`src/rtl/wbuf_pkg.sv`:
```
package wbuf_pkg;
  localparam int ADDR_W = 32;
  localparam int DATA_W = 32;
  localparam int BE_W   = DATA_W / 8;
  localparam logic [ADDR_W-1:0] WORD_MASK = ~ADDR_W'(BE_W - 1);

  typedef struct packed {
    logic [ADDR_W-1:0] addr;
    logic [DATA_W-1:0] data;
    logic [BE_W-1:0]   be;
  } st_entry_t;
endpackage

```
`src/rtl/wbuf_store_fifo.sv`:
```
module wbuf_store_fifo
  import wbuf_pkg::*;
#(
  parameter int DEPTH = 4,
  localparam int PTR_W = (DEPTH > 1) ? $clog2(DEPTH) : 1,
  localparam int CNT_W = $clog2(DEPTH + 1)
) (
  input  logic              clk,
  input  logic              rst_n,
  input  logic              push,
  input  st_entry_t         push_entry,
  input  logic              pop,
  output st_entry_t         head,
  output logic              full,
  output logic              empty,
  output logic [CNT_W-1:0]  count,
  input  logic              probe_valid,
  input  logic [ADDR_W-1:0] probe_addr,
  output logic              probe_hit
);
  localparam logic [PTR_W-1:0] LAST = PTR_W'(DEPTH - 1);

  st_entry_t          mem [DEPTH];
  logic [DEPTH-1:0]   held;
  logic [DEPTH-1:0]   hit_vec;
  logic [PTR_W-1:0]   wr_ptr, rd_ptr;
  logic [CNT_W-1:0]   cnt;

  function automatic logic [PTR_W-1:0] advance(input logic [PTR_W-1:0] p);
    return (p == LAST) ? '0 : p + PTR_W'(1);
  endfunction

  always_ff @(posedge clk or negedge rst_n) begin
    if (!rst_n) begin
      wr_ptr <= '0;
      rd_ptr <= '0;
      cnt    <= '0;
      held   <= '0;
    end else begin
      if (pop) begin
        rd_ptr       <= advance(rd_ptr);
        held[rd_ptr] <= 1'b0;
      end
      if (push) begin
        wr_ptr       <= advance(wr_ptr);
        held[wr_ptr] <= 1'b1;
      end
      cnt <= cnt + CNT_W'(push) - CNT_W'(pop);
    end
  end

  always_ff @(posedge clk) begin
    if (push) mem[wr_ptr] <= push_entry;
  end

  for (genvar i = 0; i < DEPTH; i++) begin : g_probe
    assign hit_vec[i] = held[i] &&
                        (((mem[i].addr ^ probe_addr) & WORD_MASK) == '0);
  end

  assign probe_hit = probe_valid && (|hit_vec);
  assign head      = mem[rd_ptr];
  assign count     = cnt;
  assign full      = (cnt == CNT_W'(DEPTH));
  assign empty     = (cnt == '0);

  assert_no_overflow_R1: assert property (@(posedge clk) disable iff (!rst_n)
    push |-> !full);
  assert_no_underflow_R2: assert property (@(posedge clk) disable iff (!rst_n)
    pop |-> !empty);
  assert_count_tracks_R1: assert property (@(posedge clk) disable iff (!rst_n)
    cnt == CNT_W'($countones(held)));
endmodule

```
`src/rtl/wbuf_line_slot.sv`:
```
module wbuf_line_slot
  import wbuf_pkg::*;
#(
  parameter int LINE_WORDS = 4,
  parameter int DEPTH      = 4,
  localparam int LINE_W    = LINE_WORDS * DATA_W,
  localparam int BEAT_W    = $clog2(LINE_WORDS),
  localparam int CNT_W     = $clog2(DEPTH + 1)
) (
  input  logic              clk,
  input  logic              rst_n,
  input  logic              cap,
  input  logic [ADDR_W-1:0] cap_addr,
  input  logic [LINE_W-1:0] cap_data,
  input  logic [CNT_W-1:0]  store_cnt,
  input  logic              store_done,
  input  logic              beat_done,
  output logic              busy,
  output logic              owns_bus,
  output logic [ADDR_W-1:0] beat_addr,
  output logic [DATA_W-1:0] beat_data
);
  localparam int LINE_BYTES = LINE_WORDS * BE_W;
  localparam logic [ADDR_W-1:0] LINE_MASK = ~ADDR_W'(LINE_BYTES - 1);

  logic              valid_q;
  logic [ADDR_W-1:0] addr_q;
  logic [LINE_W-1:0] line_q;
  logic [BEAT_W-1:0] beat;
  logic [CNT_W-1:0]  ahead;
  logic              last_beat;

  assign last_beat = (beat == BEAT_W'(LINE_WORDS - 1));

  always_ff @(posedge clk or negedge rst_n) begin
    if (!rst_n) begin
      valid_q <= 1'b0;
      beat    <= '0;
      ahead   <= '0;
    end else if (cap) begin
      valid_q <= 1'b1;
      beat    <= '0;
      ahead   <= store_cnt - CNT_W'(store_done);
    end else begin
      if (valid_q && store_done && (ahead != '0)) ahead <= ahead - CNT_W'(1);
      if (beat_done) begin
        if (last_beat) begin
          valid_q <= 1'b0;
          beat    <= '0;
        end else begin
          beat <= beat + BEAT_W'(1);
        end
      end
    end
  end

  always_ff @(posedge clk) begin
    if (cap) begin
      addr_q <= cap_addr;
      line_q <= cap_data;
    end
  end

  assign busy      = valid_q;
  assign owns_bus  = valid_q && (ahead == '0);
  assign beat_addr = (addr_q & LINE_MASK) | ADDR_W'({beat, 2'b00});
  assign beat_data = line_q[beat*DATA_W +: DATA_W];

  assert_no_recapture_R3: assert property (@(posedge clk) disable iff (!rst_n)
    cap |-> !valid_q);
  assert_store_before_line_R5: assert property (@(posedge clk) disable iff (!rst_n)
    (valid_q && store_done) |-> (ahead != '0));
  assert_ahead_bound_R5: assert property (@(posedge clk) disable iff (!rst_n)
    valid_q |-> (ahead <= store_cnt));
  assert_beat_hold_R6: assert property (@(posedge clk) disable iff (!rst_n)
    (valid_q && !beat_done) |=> (valid_q && $stable(beat)));
endmodule

```
`src/rtl/wbuf_drain_mux.sv`:
```
module wbuf_drain_mux
  import wbuf_pkg::*;
(
  input  logic              line_owns,
  input  logic [ADDR_W-1:0] line_addr,
  input  logic [DATA_W-1:0] line_data,
  input  logic              fifo_empty,
  input  st_entry_t         fifo_head,
  output logic              req,
  output logic              is_line,
  output logic [ADDR_W-1:0] addr,
  output logic [DATA_W-1:0] data,
  output logic [BE_W-1:0]   be
);
  always_comb begin
    is_line = line_owns;
    req     = line_owns || !fifo_empty;
    if (line_owns) begin
      addr = line_addr;
      data = line_data;
      be   = '1;
    end else begin
      addr = fifo_head.addr;
      data = fifo_head.data;
      be   = fifo_head.be;
    end
  end
endmodule

```
`src/rtl/store_write_buffer.sv`:
```
module store_write_buffer
  import wbuf_pkg::*;
#(
  parameter int DEPTH      = 4,
  parameter int LINE_WORDS = 4,
  localparam int LINE_W    = LINE_WORDS * DATA_W,
  localparam int CNT_W     = $clog2(DEPTH + 1)
) (
  input  logic              clk,
  input  logic              rst_n,
  input  logic              st_valid,
  output logic              st_ready,
  input  logic [ADDR_W-1:0] st_addr,
  input  logic [DATA_W-1:0] st_data,
  input  logic [BE_W-1:0]   st_be,
  input  logic              ln_valid,
  output logic              ln_ready,
  input  logic [ADDR_W-1:0] ln_addr,
  input  logic [LINE_W-1:0] ln_data,
  input  logic              rd_valid,
  input  logic [ADDR_W-1:0] rd_addr,
  output logic              rd_hazard,
  input  logic              bus_ce,
  output logic              bus_req,
  output logic              bus_line,
  output logic [ADDR_W-1:0] bus_addr,
  output logic [DATA_W-1:0] bus_data,
  output logic [BE_W-1:0]   bus_be,
  input  logic              bus_ack
);
  st_entry_t         new_entry, head;
  logic              fifo_full, fifo_empty;
  logic [CNT_W-1:0]  fifo_count;
  logic              st_take, ln_take;
  logic              xfer_done, store_done, beat_done;
  logic              line_busy, line_owns;
  logic [ADDR_W-1:0] line_addr;
  logic [DATA_W-1:0] line_data;

  assign new_entry = '{addr: st_addr, data: st_data, be: st_be};
  assign st_ready  = !fifo_full;
  assign ln_ready  = !line_busy;
  assign st_take   = st_valid && st_ready;
  assign ln_take   = ln_valid && ln_ready;
  assign xfer_done  = bus_ce && bus_ack && bus_req;
  assign store_done = xfer_done && !bus_line;
  assign beat_done  = xfer_done && bus_line;

  wbuf_store_fifo #(.DEPTH(DEPTH)) u_fifo (
    .clk         (clk),
    .rst_n       (rst_n),
    .push        (st_take),
    .push_entry  (new_entry),
    .pop         (store_done),
    .head        (head),
    .full        (fifo_full),
    .empty       (fifo_empty),
    .count       (fifo_count),
    .probe_valid (rd_valid),
    .probe_addr  (rd_addr),
    .probe_hit   (rd_hazard)
  );

  wbuf_line_slot #(.LINE_WORDS(LINE_WORDS), .DEPTH(DEPTH)) u_line (
    .clk        (clk),
    .rst_n      (rst_n),
    .cap        (ln_take),
    .cap_addr   (ln_addr),
    .cap_data   (ln_data),
    .store_cnt  (fifo_count),
    .store_done (store_done),
    .beat_done  (beat_done),
    .busy       (line_busy),
    .owns_bus   (line_owns),
    .beat_addr  (line_addr),
    .beat_data  (line_data)
  );

  wbuf_drain_mux u_mux (
    .line_owns  (line_owns),
    .line_addr  (line_addr),
    .line_data  (line_data),
    .fifo_empty (fifo_empty),
    .fifo_head  (head),
    .req        (bus_req),
    .is_line    (bus_line),
    .addr       (bus_addr),
    .data       (bus_data),
    .be         (bus_be)
  );

  assert_idle_quiet_R9: assert property (@(posedge clk) disable iff (!rst_n)
    (fifo_empty && !line_busy) |-> !bus_req);
  assert_request_hold_R6: assert property (@(posedge clk) disable iff (!rst_n)
    (bus_req && !(bus_ce && bus_ack)) |=>
      (bus_req && $stable(bus_addr) && $stable(bus_data) &&
       $stable(bus_be) && $stable(bus_line)));
  assert_hazard_needs_store_R7: assert property (@(posedge clk) disable iff (!rst_n)
    rd_hazard |-> (rd_valid && !fifo_empty));
  assert_line_beat_full_R4: assert property (@(posedge clk) disable iff (!rst_n)
    (bus_req && bus_line) |-> (bus_be == '1));
endmodule

```
`config.mk`:
```
export PLATFORM = sky130hd
export DESIGN_NAME = store_write_buffer
export DESIGN_NICKNAME = d
export VERILOG_FILES = /design/src/rtl/wbuf_pkg.sv /design/src/rtl/wbuf_store_fifo.sv /design/src/rtl/wbuf_line_slot.sv /design/src/rtl/wbuf_drain_mux.sv /design/src/rtl/store_write_buffer.sv
export SDC_FILE = /design/constraint.sdc
export NUM_CORES = 1
export LEC_CHECK = 0
export CORE_ASPECT_RATIO = 1.25
export CORE_MARGIN = 5
export CORE_UTILIZATION = 35
export DETAILED_ROUTE_END_ITERATION = 12
export PLACE_DENSITY = 0.68
export RECOVER_POWER = 100
export SLEW_MARGIN = 20
export SYNTH_ARGS = -nofsm -noshare
export SYNTH_HDL_FRONTEND = slang
export SYNTH_HIERARCHICAL = 1
export SYNTH_SLANG_ARGS = --single-unit
export TNS_END_PERCENT = 1
```
`constraint.sdc`:
```
create_clock -name clk -period 20.7 [get_ports clk]
set_input_delay 4.14 -clock clk [delete_from_list [all_inputs] [get_ports clk]]
set_output_delay 4.14 -clock clk [all_outputs]
set_load 0.02 [all_outputs]
```
**Word level (Yosys, flattened, before mapping)**

Memories as Yosys holds them, arrays and structs flattened.
Cells that the tools add are included.

- Input bits: 267
- RAM bits: 272
- Flip-flop bits (word level): 177
- Output and inout port bits: 73
- Memories: 1

- Shifts and indexed selects: 1
- Magnitude comparators: 4
- Reduce and logical (&&, ||, !) cells: 33
- Bitwise gates (word level): 8
- Equal/unequal tests: 4
- Add/subtract/negate cells: 7
- Mux-type cells: 21

Memories:

| name | depth | width | rd ports | clocked after memory_dff | write ports | line | RTL |
|---|---|---|---|---|---|---|---|
| u_fifo.mem | 4 | 68 | 5 | 0 | 1 | wbuf_store_fifo.sv:23 | `st_entry_t mem [DEPTH];` |

Operator list:

| operator | number |
|---|---|
| $logic_not A32 Y1 | 4 |
| $shiftx A128 B8 Y32 | 1 |
| $xor A32 B32 Y32 | 4 |
| $mux W32 | 2 |
| $or A32 B4 Y32 | 1 |
| $logic_and A1 B1 Y1 | 16 |
| $mux W4 | 3 |
| $mux W2 | 5 |
| $mux W1 | 7 |
| $add A2 B1 Y2 const B | 3 |
| $eq A2 B2 Y1 const B | 3 |
| $logic_not A3 Y1 | 2 |
| $lt A2 B3 Y1 const B | 2 |
| $mux W3 | 2 |
| $reduce_bool A2 Y1 | 3 |
| $sub A3 B1 Y3 | 2 |
| $and A4 B4 Y4 | 1 |
| $demux W1 S2 | 2 |
| $ge A2 B1 Y1 const B | 2 |
| $logic_not A1 Y1 | 4 |
| $not A4 Y4 | 1 |
| $or A4 B4 Y4 | 1 |
| $reduce_or A4 Y1 | 1 |
| $add A3 B1 Y3 | 1 |
| other kinds (5) | 5 |

**Logic depth before layout (Yosys ltp)**

- Depth after elaboration: 9
- Gate-level depth with buffers: 16
- Mapped depth without buffers: 13

**Hierarchy**

The synthesis kept the hierarchy.

Modules (own cells, without submodules):

| module | cells each | area each (um^2) | times used |
|---|---|---|---|
| wbuf_store_fifo | 592 | 11897.7 | 1 |
| wbuf_line_slot | 238 | 5905.7 | 1 |
| wbuf_drain_mux | 78 | 837.1 | 1 |
| store_write_buffer | 6 | 40.0 | 1 |

**Worst setup path after synthesis**

Ideal clock, no wire load.

- Path kind: input port to flip-flop
- From: in ln_valid
- To: reg u_line.ahead[2]
- Path slack: 8.900 ns
- Data arrival time: 11.664 ns
- Stages: 5
- Path buffers: 1
- Cell sequence: nor2b_1 clkbuf_1 nor2b_1 a22oi_1 o41ai_1

- Longest elaborated chain between the ends: 2
- Elaborated cells between the ends (all ways): 3
- Classes of those cells: 1 x mux; 2 x reduce/logical

Ends and longest elaborated chain:

| what | line | RTL |
|---|---|---|
| from (decl) | store_write_buffer.sv:16 | `input logic ln_valid,` |
| $logic_and A1 B1 Y1 * | store_write_buffer.sv:44 | `assign ln_take = ln_valid && ln_ready;` |
| $mux W3 or $reduce_bool A2 Y1 (tied branches) | n/a |  |
| to (signal assigned) | wbuf_line_slot.sv:43 | `ahead <= store_cnt - CNT_W'(store_done);` |
| to (signal assigned) | wbuf_line_slot.sv:45 | `if (valid_q && store_done && (ahead != '0)) ahead <= ahead - CNT_W'(1);` |
| to (decl) | wbuf_line_slot.sv:30 | `logic [CNT_W-1:0] ahead;` |

Mark *: on every way between the ends. The rest lies on a longest branch, timed or not.
A chain may end at the register's enable or synchronous reset.

**Final worst setup path**

- From: in ln_valid
- To: reg u_line.line_q[15], enable pin

- Longest elaborated chain between the ends: 1

Ends and longest elaborated chain:

| what | line | RTL |
|---|---|---|
| $logic_and A1 B1 Y1 | store_write_buffer.sv:44 |  |
| named net ln_take | store_write_buffer.sv:34 | `logic st_take, ln_take;` |
| to (signal assigned) | wbuf_line_slot.sv:60 | `line_q <= cap_data;` |
| to (decl) | wbuf_line_slot.sv:28 | `logic [LINE_W-1:0] line_q;` |

The timed path passes the listed nets, and every way through them passes these cells.

==> impl_metrics.yaml <==
place:
  gp_congestion: 0.848
  io_buffers: 333
  placed_cells: 1877
  dp_hpwl_um: 31900
logic_synthesis:
  ys_warn_count: 6
  ys_types: 39
  yosys_register_bits: 445
  syn_inst: 914
  synth_area_um2: 18700
  ys_top_cells_by_area: "edfxtp_1 69%, mux4_2 12%, mux2_2 3.6%"
  syn_avg_cell_area_um2: 20.4
  synth-seq-area-share_pct: 71.1
  synth_top_area_share_pct: 68.8
  yosys.area.top_type: "edfxtp_1"
pwr:
  power_switching_mw: 0.993
  p_clk_share_pct: 25.2
  peakVddDrop_mv: 0.0843
  pwr-share-seq_pct: 40.2
  internal_power_mw: 2.17
  leakage_nw: 7.81
  pwr-share-comb_pct: 34.6
  p_sw_share_pct: 31.4
  p_per_area_nw_per_um2: 132
  totalPowerFinal_mw: 3.16
finish:
  n_fill_cell: 4510
  mostFrequentLayoutCells: "428 x edfxtp_1, 292 x dlygate4sd3_1, 96 x mux4_2"
  fin_nets: 1538
  areaGrowthSynthToFinish_pct: 28.6
  layout-drive-gt1-share_pct: 18.7
  fin_cells: 1975
  fin_util_pct: 45.5
  final_common_cell: "edfxtp_1"
worst_setup_path:
  r2r_cells: 3
  path_common_cell: "clkbuf_1"
  cp_max_fo: 72
  critical_path.top_delay_family: "buffers and inverters"
  r2r_setup_slack_ns: 11.88
  cp_slowest_stage_delay_ns: 2.96
  cp-start-kind: "input pin"
  cp_slowest_cell: "clkbuf_1"
  worstSetupPathType: "input pin to register"
  crit_required_ns: 20.78
  crit_chain: "dlygate4sd3_1, nor2b_1, clkbuf_1, clkbuf_1"
  critPathCaptureType: "register"
  regToRegStartpoint: "u_line/busy"
  crit_buf_inv: 3
  critPathArrivalTime_ns: 12.49
  reg2reg_to: "u_line/line_q[15]"
timing:
  post-route-min-period_ns: 12.41
  rsz0062_at_grt: "false"
  finClkSkew_ns: 0.0254
  fmax_mhz: 80.6
  tightest_slew_ns: 4.04
  slew_violations: 534
  tns_ns: 0
  final_hold_viol_count: 0
  setup_violations: 0
  finalCritPeriodShare_pct: 60.0
  slew_headroom_pct: -169
  fin_hold_ws_ns: 0.473
routing:
  wl_per_cell_um: 23.4
  drc: 0
  totalWireLength_um: 46300
  detail-route-antenna-nets: 0
  vias_per_cell: 4.92
  vias: 9718
  drt_iter0_drc: 452
  first_pass_iters: 5
cts:
  cts.sinks: 445
  clk_latency_ns: 0.57
  cts_tree: "done"
  clockRootBuffer: "clkbuf_16"
  post_cts_buffers: 0
  clkTransAtPathRegs_ns: 0.06
  cts_max_path_buffers: 3
  ctsResizeCount: 0
  cts_buffers: 47
  cts_hold_buffers: 0
  htree_levels: 2
floorplan:
  pin_count: 340
  die_x_um: 217
  core_area_um2: 52800
  num_rows: 94
  initial_core_util_pct: 35.4
  die_area_um2: 58100
  fp.dieH_um: 268
run_status:
  violations: "max-capacitance violations, max-slew violations"
  outcome: "finished with violations"
min_path:
  whs_path_depth: 1
  hp-class: "register to register"
  min_from: "u_line/ahead[2]"
  min_to: "u_line/ahead[2]"
global_route:
  grt_pass1_vias: 10700
  grt_use_total_pct: 15.8
  overflow: 0
  grt_max_degree: 73
  grt_pass1_wl_um: 68300
  antenna_found_initial: 14
flow_run:
  maxCapViolCount: 13
[cell usage after synthesis]
library cell and number:
conb_1 1, buf_6 12, a22oi_1 1, o31a_1 2, nor3_1 3, a41oi_2 1
and2_1 5, mux2_4 5, mux2i_1 2, ha_1 15, fa_1 1, mux2_2 59
or2_1 4, edfxtp_1 428, buf_2 25, o21ai_0 4, buf_12 3, nor4_1 16
nor3b_1 1, inv_1 15, xnor2_2 9, mux4_2 96, and4b_1 1, o41ai_1 1
clkbuf_1 9, nand3_1 1, nand2_1 12, nor2b_1 4, dfrtp_1 17, a21o_1 5
xor2_1 45, and4_2 1, xnor2_1 69, buf_4 5, nand2b_1 1, nor2_1 5
nand4_1 24, o21a_1 2, mux4_1 4
[state kept, by name, summed over array words and instances (netlist names)]
signal and count:
u_fifo/mem 272, u_line/line_q 128, u_line/addr_q 28, u_fifo/held 4
u_fifo/count 3, u_line/ahead 3, u_fifo/rd_ptr 2, u_fifo/wr_ptr 2
u_line/beat 2, u_line/busy 1
[per-stage QoR]
step | instance area [µm²] | worst slack [ns]
after detailed placement | 22600 | 9.70
after global placement | 22600 | 9.70
final | 24000 | 8.29
after global routing | 24000 | 7.41
after floorplan | 18700 | 8.90
after CTS | 24000 | 9.69
[kinds of logic after synthesis]
group | after synthesis | synth area share [%]
AO/OA/AOI/OAI | 16 | 0.656
XOR/XNOR | 123 | 6.13
adder cells (fa/ha/maj) | 16 | 1.11
buffers and inverters | 69 | 2.40
flip-flops | 445 | 71.1
multiplexers | 166 | 16.2
other | 1 | 0.0201
AND/OR/NAND/NOR | 78 | 2.40
[layer usage]
layer  vias up  part of all wire (%)  track usage (%)
met5         -                  0.15                0
met4        10                   3.2             5.11
met3        84                   6.1             4.03
met2       293                    54             29.5
met1      4977                    37             17.5
li1       4354                     -                -
[cell type report]
| type | count | area [µm²] | share of cell area (%) |
|---|---|---|---|
| Sequential cell | 445 | 13300 | 55.3 |
| Clock inverter | 28 | 223 | 0.927 |
| Clock buffer | 59 | 1240 | 5.17 |
| Antenna cell | 10 | 25.0 | 0.104 |
| Inverter | 15 | 56.3 | 0.234 |
| Tap cell | 672 | 841 | 3.50 |
| Multi-Input combinational cell | 401 | 4940 | 20.6 |
| Timing Repair Buffer | 345 | 3420 | 14.2 |
[power by group through the flow]
| stage | clock [mW] | sequential (mW) | combinational, mW |
|---|---|---|---|
| final | 0.797 | 1.27 | 1.09 |
| after global routing | 0.861 | 1.29 | 1.18 |
| after floorplan | 0 | 1.25 | 0.746 |
| after global placement | 0 | 1.27 | 1.17 |
| after CTS | 0.826 | 1.26 | 1.18 |
| after detailed placement | 0 | 1.28 | 1.17 |
[worst max path at each step]
stage               start                 to  slack [ns]  cells past startpoint
3_5_place_dp   rd_addr[2]          rd_hazard        9.70                      6
6_report         ln_valid  u_line/line_q[15]        8.29                      4
5_1_grt          ln_valid  u_line/line_q[18]        7.41                      4
4_1_cts        rd_addr[2]          rd_hazard        9.69                      6
3_3_place_gp   rd_addr[2]          rd_hazard        9.70                      6
2_1_floorplan    ln_valid    u_line/ahead[2]        8.90                      5
No activity file was read; power rests on OpenSTA's default activity.
